**src/rtl/exc_pkg.sv**
```systemverilog
package exc_pkg;
  localparam int XLEN       = 32;
  localparam int CODE_W     = 4;
  localparam int SEL_W      = 5;
  localparam int NUM_HW     = 6;
  localparam int NUM_SW     = 2;
  localparam int LINES      = NUM_HW + NUM_SW;
  localparam int CODE_LSB   = 2;
  localparam int SW_LSB     = 8;
  localparam int HW_LSB     = SW_LSB + NUM_SW;
  localparam int MASK_LSB   = 8;
  localparam int BD_BIT     = 31;
  localparam int PAIR_W     = 2;

  localparam logic [SEL_W-1:0] SEL_STATUS = 5'd12;
  localparam logic [SEL_W-1:0] SEL_CAUSE  = 5'd13;
  localparam logic [SEL_W-1:0] SEL_EPC    = 5'd14;

  typedef enum logic [CODE_W-1:0] {
    CODE_IRQ         = 4'd0,
    CODE_LOAD_ALIGN  = 4'd4,
    CODE_STORE_ALIGN = 4'd5,
    CODE_OVERFLOW    = 4'd12
  } exc_code_e;
endpackage

```
**src/rtl/exc_select.sv**
```systemverilog
module exc_select
  import exc_pkg::*;
#(
  parameter int N_LINES = LINES
) (
  input  logic                sync_req,
  input  logic [CODE_W-1:0]   sync_code,
  input  logic                int_enable,
  input  logic [N_LINES-1:0]  pending,
  input  logic [N_LINES-1:0]  mask,
  output logic                take,
  output logic [CODE_W-1:0]   take_code
);
  logic [N_LINES-1:0] hit;

  for (genvar i = 0; i < N_LINES; i++) begin : g_qual
    assign hit[i] = pending[i] & mask[i];
  end

  logic take_irq;
  assign take_irq = int_enable & (|hit);

  always_comb begin
    take      = sync_req | take_irq;
    take_code = sync_req ? sync_code : CODE_IRQ;
  end
endmodule

```
**src/rtl/exc_status_stack.sv**
```systemverilog
module exc_status_stack
  import exc_pkg::*;
#(
  parameter int LEVELS = 3,
  parameter int MASK_W = LINES
) (
  input  logic            clk,
  input  logic            rst_n,
  input  logic            push,
  input  logic            pop,
  input  logic            wr_en,
  input  logic [XLEN-1:0] wr_data,
  output logic [XLEN-1:0] status
);
  localparam int STACK_W = LEVELS * PAIR_W;

  logic [MASK_W-1:0]  mask_q;
  logic [PAIR_W-1:0]  pair_q [LEVELS];

  always_ff @(posedge clk) begin
    if (!rst_n) begin
      mask_q <= '0;
    end else if (!push && !pop && wr_en) begin
      mask_q <= wr_data[MASK_LSB +: MASK_W];
    end
  end

  for (genvar i = 0; i < LEVELS; i++) begin : g_level
    logic [PAIR_W-1:0] below;
    logic [PAIR_W-1:0] above;
    if (i == 0) begin : g_bot
      assign below = '0;
    end else begin : g_mid
      assign below = pair_q[i-1];
    end
    if (i == LEVELS - 1) begin : g_top
      assign above = pair_q[i];
    end else begin : g_low
      assign above = pair_q[i+1];
    end

    always_ff @(posedge clk) begin
      if (!rst_n) begin
        pair_q[i] <= '0;
      end else if (push) begin
        pair_q[i] <= below;
      end else if (pop) begin
        pair_q[i] <= above;
      end else if (wr_en) begin
        pair_q[i] <= wr_data[i*PAIR_W +: PAIR_W];
      end
    end
  end

  always_comb begin
    status = '0;
    status[MASK_LSB +: MASK_W] = mask_q;
    for (int i = 0; i < LEVELS; i++) begin
      status[i*PAIR_W +: PAIR_W] = pair_q[i];
    end
  end
endmodule

```
**src/rtl/exc_cause_epc.sv**
```systemverilog
module exc_cause_epc
  import exc_pkg::*;
#(
  parameter int INSN_BYTES = 4
) (
  input  logic              clk,
  input  logic              rst_n,
  input  logic              take,
  input  logic [CODE_W-1:0] take_code,
  input  logic              in_delay,
  input  logic [XLEN-1:0]   pc,
  input  logic [NUM_HW-1:0] hw_lines,
  input  logic              wr_cause,
  input  logic              wr_epc,
  input  logic [XLEN-1:0]   wr_data,
  output logic [XLEN-1:0]   cause,
  output logic [XLEN-1:0]   epc
);
  logic [CODE_W-1:0] code_q;
  logic              bd_q;
  logic [NUM_SW-1:0] sw_q;
  logic [XLEN-1:0]   epc_q;
  logic [XLEN-1:0]   restart_pc;

  assign restart_pc = in_delay ? (pc - XLEN'(INSN_BYTES)) : pc;

  always_ff @(posedge clk) begin
    if (!rst_n) begin
      code_q <= '0;
      bd_q   <= 1'b0;
      epc_q  <= '0;
      sw_q   <= '0;
    end else if (take) begin
      code_q <= take_code;
      bd_q   <= in_delay;
      epc_q  <= restart_pc;
    end else begin
      if (wr_cause) sw_q  <= wr_data[SW_LSB +: NUM_SW];
      if (wr_epc)   epc_q <= wr_data;
    end
  end

  always_comb begin
    cause = '0;
    cause[BD_BIT]                = bd_q;
    cause[HW_LSB +: NUM_HW]      = hw_lines;
    cause[SW_LSB +: NUM_SW]      = sw_q;
    cause[CODE_LSB +: CODE_W]    = code_q;
  end

  assign epc = epc_q;
endmodule

```
**src/rtl/exc_ctrl_unit.sv**
```systemverilog
module exc_ctrl_unit
  import exc_pkg::*;
#(
  parameter logic [31:0] HANDLER_ADDR = 32'h8000_0080,
  parameter int          LEVELS       = 3,
  parameter int          INSN_BYTES   = 4
) (
  input  logic        clk,
  input  logic        rst_n,
  input  logic        ex_valid,
  input  logic [3:0]  ex_code,
  input  logic [31:0] ex_pc,
  input  logic        ex_in_delay,
  input  logic [5:0]  irq_lines,
  input  logic        rfe,
  input  logic [4:0]  rd_sel,
  output logic [31:0] rd_data,
  input  logic        wr_en,
  input  logic [4:0]  wr_sel,
  input  logic [31:0] wr_data,
  output logic        redirect_valid,
  output logic [31:0] redirect_pc
);
  logic [XLEN-1:0]   status_w;
  logic [XLEN-1:0]   cause_w;
  logic [XLEN-1:0]   epc_w;
  logic              take;
  logic [CODE_W-1:0] take_code;
  logic              pop;

  exc_select #(.N_LINES(LINES)) u_select (
    .sync_req   (ex_valid),
    .sync_code  (ex_code),
    .int_enable (status_w[0]),
    .pending    (cause_w[SW_LSB +: LINES]),
    .mask       (status_w[MASK_LSB +: LINES]),
    .take       (take),
    .take_code  (take_code)
  );

  assign pop = rfe & ~take;

  exc_status_stack #(.LEVELS(LEVELS), .MASK_W(LINES)) u_status (
    .clk     (clk),
    .rst_n   (rst_n),
    .push    (take),
    .pop     (pop),
    .wr_en   (wr_en && wr_sel == SEL_STATUS),
    .wr_data (wr_data),
    .status  (status_w)
  );

  exc_cause_epc #(.INSN_BYTES(INSN_BYTES)) u_cause (
    .clk       (clk),
    .rst_n     (rst_n),
    .take      (take),
    .take_code (take_code),
    .in_delay  (ex_in_delay),
    .pc        (ex_pc),
    .hw_lines  (irq_lines),
    .wr_cause  (wr_en && wr_sel == SEL_CAUSE),
    .wr_epc    (wr_en && wr_sel == SEL_EPC),
    .wr_data   (wr_data),
    .cause     (cause_w),
    .epc       (epc_w)
  );

  always_comb begin
    case (rd_sel)
      SEL_STATUS: rd_data = status_w;
      SEL_CAUSE:  rd_data = cause_w;
      SEL_EPC:    rd_data = epc_w;
      default:    rd_data = '0;
    endcase
  end

  assign redirect_valid = take;
  assign redirect_pc    = HANDLER_ADDR;
endmodule

```
**config.mk**
```make
export PLATFORM = sky130hd
export DESIGN_NAME = exc_ctrl_unit
export DESIGN_NICKNAME = d
export VERILOG_FILES = /design/src/rtl/exc_pkg.sv /design/src/rtl/exc_select.sv /design/src/rtl/exc_status_stack.sv /design/src/rtl/exc_cause_epc.sv /design/src/rtl/exc_ctrl_unit.sv
export SDC_FILE = /design/constraint.sdc
export NUM_CORES = 1
export LEC_CHECK = 0
export BUFFER_PORTS_ARGS = -buffer_cell sky130_fd_sc_hd__buf_4
export CAP_MARGIN = 10
export CORE_UTILIZATION = 48
export DETAILED_ROUTE_END_ITERATION = 10
export PLACE_DENSITY = 0.81
export SLEW_MARGIN = 15
export SYNTH_ARGS = -nofsm -noshare
export SYNTH_HDL_FRONTEND = slang
export SYNTH_SLANG_ARGS = --single-unit
```
**constraint.sdc**
```tcl
create_clock -name clk -period 2.6 [get_ports clk]
set_clock_uncertainty 0.1 [all_clocks]
set_input_delay 0.13 -clock clk [delete_from_list [all_inputs] [get_ports clk]]
set_output_delay 0.13 -clock clk [all_outputs]
set_load 0.05 [all_outputs]
```
# Yosys cells after proc, flatten, opt, wreduce, memory -nomap -nowiden
# Memory sizes are Yosys's and may differ from the RTL's.
# Index checks and enable logic that the tools add are counted.
# Widths: inputs -> output; s select.
[word_totals] out_inout_bits=65 in_bits=90 register_bits=47 rom_bits=0 memories=1 mem_bits_rw=6 word_cells=71 latchBits=0
[memory_table] memory="u_status.pair_q" depth=3 word_bits=2 read_ports=3 rd_clocked_by_memory_dff=0 wr=3 line="exc_status_stack.sv:18" source="logic [PAIR_W-1:0] pair_q [LEVELS];"
[op_classes] order_cmp=0 n_mux=27 n_bitwise=21 addsub=1 n_eq_ne=6 n_shift=0 multipliers=0 reduce_logical=10 div_mod_pow=0
[op_table] operator="$mux 32" n=3
[op_table] operator="$pmux 32 s3" n=1
[op_table] operator="$sub 32x3->32 const B" n=1
[op_table] operator="$eq 5x4->1 const B" n=6
[op_table] operator="$mux 2" n=9
[op_table] operator="$mux 1" n=13
[op_table] operator="$and 1x1->1" n=10
[op_table] operator="$or 1x1->1" n=10
[op_table] operator="$reduce_or 8->1" n=1
[op_table] operator="$logic_and 1x1->1" n=5
[op_table] operator="$mux 4" n=1
[op_table] operator="$logic_not 1->1" n=2
[op_table] operator="$reduce_and 2->1" n=1
[op_table] operator="$reduce_bool 2->1" n=1
[op_table] operator="$not 1->1" n=1

# Depth between registers and ports, before layout
[depth] depth_word=12 mapped_depth=7 depth_no_buf=7

# By module
# From an unflattened synthesis, not the netlist that was laid out.
[unflattened] hier_cells=544 area_unflattened_um2=4702.0
[by_module_without_submodules] module="exc_cause_epc" n_inst=1 cells_per_inst=319 area_per_inst_um2=2652.5 seq_area_each_um2=780.7
[by_module_without_submodules] module="exc_ctrl_unit" n_inst=1 cells_per_inst=126 area_per_inst_um2=1138.6 seq_area_each_um2=0.0
[by_module_without_submodules] module="exc_status_stack" n_inst=1 cells_per_inst=89 area_per_inst_um2=837.1 seq_area_each_um2=340.3
[by_module_without_submodules] module="exc_select" n_inst=1 cells_per_inst=10 area_per_inst_um2=73.8 seq_area_each_um2=0.0

# Worst setup path after synthesis
# Ideal clock, no wire load.
[synth_timing] path_type="in2out" startpoint="in rd_sel[0]" endpoint="out rd_data[10]" cell_stages=4 path_buffers=2 arrival_time_ps=2056 t_required_ps=2370 setup_slack_ps=314 cell_sequence="clkbuf_1 clkbuf_1 mux2i_1 o21ai_0"
[synth_between] elab_chain_cells=2 word_cells_on_any_way=4 classes_between="eq/ne (3); mux (1)"
[synth_lines] item="from (decl)" line="exc_ctrl_unit.sv:16" source="input logic [4:0] rd_sel,"
[synth_lines] item="$eq 5x4->1" line="exc_ctrl_unit.sv:69" source="case (rd_sel)"
[synth_lines] item="$pmux 32 s3 *" line="exc_ctrl_unit.sv:69"
[synth_lines] item="to (decl)" line="exc_ctrl_unit.sv:17" source="output logic [31:0] rd_data,"
# Mark *: on every way between the ends. The rest lies on a longest branch, timed or not.

# Worst setup path in the final report
[layout_timing] startpoint="reg u_status.mask_q[6]" endpoint="out redirect_valid"
[layout_between] elab_chain_cells=4
[layout_lines] item="from (decl)" line="exc_status_stack.sv:17" source="logic [MASK_W-1:0] mask_q;"
[layout_lines] item="from (signal assigned)" line="exc_status_stack.sv:24" source="mask_q <= wr_data[MASK_LSB +: MASK_W];"
[layout_lines] item="$and 1x1->1" line="exc_select.sv:17" source="assign hit[i] = pending[i] & mask[i];"
[layout_lines] item="$reduce_or 8->1" line="exc_select.sv:21" source="assign take_irq = int_enable & (|hit);"
[layout_lines] item="$and 1x1->1" line="exc_select.sv:21"
[layout_lines] item="$or 1x1->1" line="exc_select.sv:24" source="take = sync_req | take_irq;"
[layout_lines] item="to (decl)" line="exc_ctrl_unit.sv:21" source="output logic redirect_valid,"
# Every way passes these cells.

==> metrics.txt <==
critical path's most frequent cell buf_4; Clk network pwr share 0.260; Synth Area in Adders 0.00347; core box area a little over 7000 um2; post-synthesis simple-gate area fraction 0.238; Crit path max-delay family buffers and inverters; xor and xnor area share after synthesis 0.0608; # Max-Cap Violations 0; Setup WS post-layout between 0.2 and 0.3 ns; GR Overflow Total 0; Worst-path clk slew roughly 0.090 ns; final wirelength about 9800 um; CTS sink cnt 53; # nets final between 600 and 700; Mapped Avg Cell Area approximately 8.1 um2; clk_lat worst skew 0.30 ns; Sequential Power Share 0.485; H-tree depth 2; number of DRC markers in iteration 0 between 150 and 200; endpoints failing setup 0; post-cts sizing count 0; PwrDens 394 nW/um2; Max IR drop VDD approximately 0.00021 V; Sw Ratio 0.306; Area Overhead vs Synth 30.4%; status complete, no violations; Num CTS Buffers 5; # IOs between 150 and 200; Worst setup EP type output port; drt via density ~5.3; antenna fix cells 0; initial antenna violation count 0; RSZ-0062 raised after global routing false; die width between 80 and 90 um; min-delay worst type in2reg; Async S/R FF share, synth 0; GPL Wtd Cong roughly 0.81; Setup Total Neg Slack 0 ns; Comb power frac 0.255; Final Hold Violating Endpoints 0; first-pass GRT wire length between 15000 and 20000 um; die span in y 88.6 um; clk root buf clkbuf_8; worst rel slew slack 0.587; layout cell share with drive strength beyond 1 0.291; initial core utilization 0.497; Post-Syn Area 3600 um2; Final Cycle Share 0.892; Distinct cells, synth 49; ANT nets after route 0; leakage just over 0.002 uW; Setup Slack @ Placement 0.292 ns; residual DRC count 0; slowest library cell on the worst path dfxtp_1; Arr. time, crit path roughly 2.1 ns; CTS tree built; num rows 31; maximum clock rate 431 MHz; post-detail-place hpwl 7190 um; vias in the first global route 3264; Port Buffers around 120; flops & latches, synth 53; DIE AREA slightly below 8000 um2; Slowest Stage Delay on Critical Path about 0.33 ns; worst reg-to-reg setup slack between 0.3 and 0.4 ns; total power ~1900 uW; crit path cell chain a22oi_1, a41oi_1, nor2_2, clkinv_1, buf_4, buf_4; startpoint types register; internal power 1290 uW; Synth Flop Type dfxtp_1; postcts setup bufs 0; P_sw ~570 uW; compound-cell area share of the yosys netlist 0.142; max-slew violations 0; warnings from Yosys 0; post-synthesis sequential area ratio 0.311; CP max FO 47; hold_ws 0.00357 ns; pin count of the biggest net entering global routing 66; Worst Max-Slew Pin Slew slightly above 0.6 ns; via count 3489; drt pass-1 iters 5; multiplexer share of the synthesized area 0.140; Layout Utilization 0.648; buffers plus inverters on the worst setup path 3; Synth Instances 444; Tmin final ~2.3 ns; largest family of logic cells by synthesized area simple AND/OR/NAND/NOR gates; WP data required 2.37 ns; Crit Path Category reg2out; Post-synth EDFFs 6; GRT Total Usage 0.248; drt wl/cell around 15 um; deepest clock path buffer count 2
[worst paths after layout]
path,from,end,cells after the start
max,u_status.mask_q[6]$_SDFFE_PN0P_,redirect_valid,6
min,ex_code[0],u_cause.code_q[0]$_SDFFE_PN0N_,3
max reg2reg,u_status.mask_q[6]$_SDFFE_PN0P_,u_cause.sw_q[1]$_SDFFE_PN0P_,7
min reg2reg,u_cause.bd_q$_SDFFE_PN0N_,u_cause.bd_q$_SDFFE_PN0N_,2
[power by group through the flow]
stage          sequential [uW]  clock [uW]  combinational, uW
2_1_floorplan              907           0                320
3_3_place_gp               914           0                446
3_5_place_dp               916           0                455
4_1_cts                    897         491                470
5_1_grt                    903         525                511
6_report                   897         481                473
[registers in the layout (all words and copies together) (netlist names)]
signal,cells
u_status.mask_q,8
u_cause.code_q,4
u_cause.bd_q,1
u_status.pair_q,6
u_cause.sw_q,2
u_cause.epc,32
[what timing repair did]
item,CTS,global route
setup endpoints to repair,0,0
endpoints found under the hold margin,13,0
hold buffers,11,0
[through the flow]
step | instance area [um2] | cells
after detailed placement | 4500 | 644
after global placement | 4500 | 644
after CTS | 4700 | 663
after floorplan | 3720 | 474
after global routing | 4700 | 663
final | 4700 | 663
[layout by cell type, fill, tap and decap left out, drive strengths merged, types with 4 or more instances in the layout]
| master | instances |
|---|---|
| xnor2 | 10 |
| nand3b | 4 |
| nor3b | 4 |
| nor2b | 4 |
| o21ai | 41 |
| mux2 | 19 |
| and3 | 8 |
| dlygate4sd3 | 11 |
| nand2 | 62 |
| mux2i | 29 |
| dfxtp | 47 |
| nor4 | 7 |
| or4 | 5 |
| and2 | 18 |
| nor2 | 15 |
| nor3 | 8 |
| a21oi | 20 |
| a22oi | 8 |
| conb | 32 |
| edfxtp | 6 |
| xor2 | 15 |
| buf | 132 |
| clkbuf | 8 |
| o211a | 4 |
| nand3 | 16 |
[Yosys cell counts, types with 2 or more instances]
master	instances	area [um2]
nor3b_1	4	30.0
nor2b_1	4	25.0
xnor2_1	10	87.6
inv_1	3	11.3
nor3_1	7	35.0
a31oi_1	2	12.5
a22oi_1	8	60.1
nand2_1	62	233
mux2i_1	29	290
or4_1	4	30.0
nand4b_1	2	17.5
and3_1	8	50.1
a22o_1	2	17.5
edfxtp_1	6	180
a21oi_1	20	100
and2_1	18	113
nor4_1	7	43.8
o211a_1	4	40.0
buf_4	32	240
nand3b_1	4	30.0
o21ai_0	41	205
xor2_1	15	131
nand3_1	16	80.1
a221oi_1	2	17.5
buf_2	4	20.0
conb_1	2	7.51
or3_1	3	18.8
nor2_1	15	56.3
o31ai_1	2	15.0
mux2_2	19	214
clkbuf_1	25	93.8
dfxtp_1	47	941
[layout make-up]
cell class / count / area (um2)
repair buffers: 143 / 1110
well taps: 99 / 124
inverters: 4 / 15.0
clock buffers: 8 / 90.1
flip-flops and latches: 53 / 1120
multi-input cells: 356 / 2240
fillers: 642 / 2550
[worst register-to-register path, cell delays in order (launching register included)]
cell      delay, ns
dfxtp_1        0.33
a22oi_1        0.21
a41oi_1        0.20
nor2_2         0.25
clkinv_1       0.22
nor4_1         0.47
buf_4          0.21
mux2i_1        0.17
[logic make-up after synthesis]
kind of cell | count (synthesis)
multiplexers | 48
AO/OA/AOI/OAI | 86
other | 2
AND/OR/NAND/NOR | 164
flip-flops | 53
adder cells (fa/ha/maj) | 1
buffers and inverters | 65
XOR/XNOR | 25
[layer usage]
metal | wire [um] | vias to the layer above | track usage
li1 | - | 1742 | -
met1 | 4280 | 1606 | 0.308
met2 | 4880 | 126 | 0.438
met3 | 407 | 15 | 0.0308
met4 | 191 | 0 | 0.0938
met5 | 0 | - | 0
No activity file was read; power rests on OpenSTA's default activity.
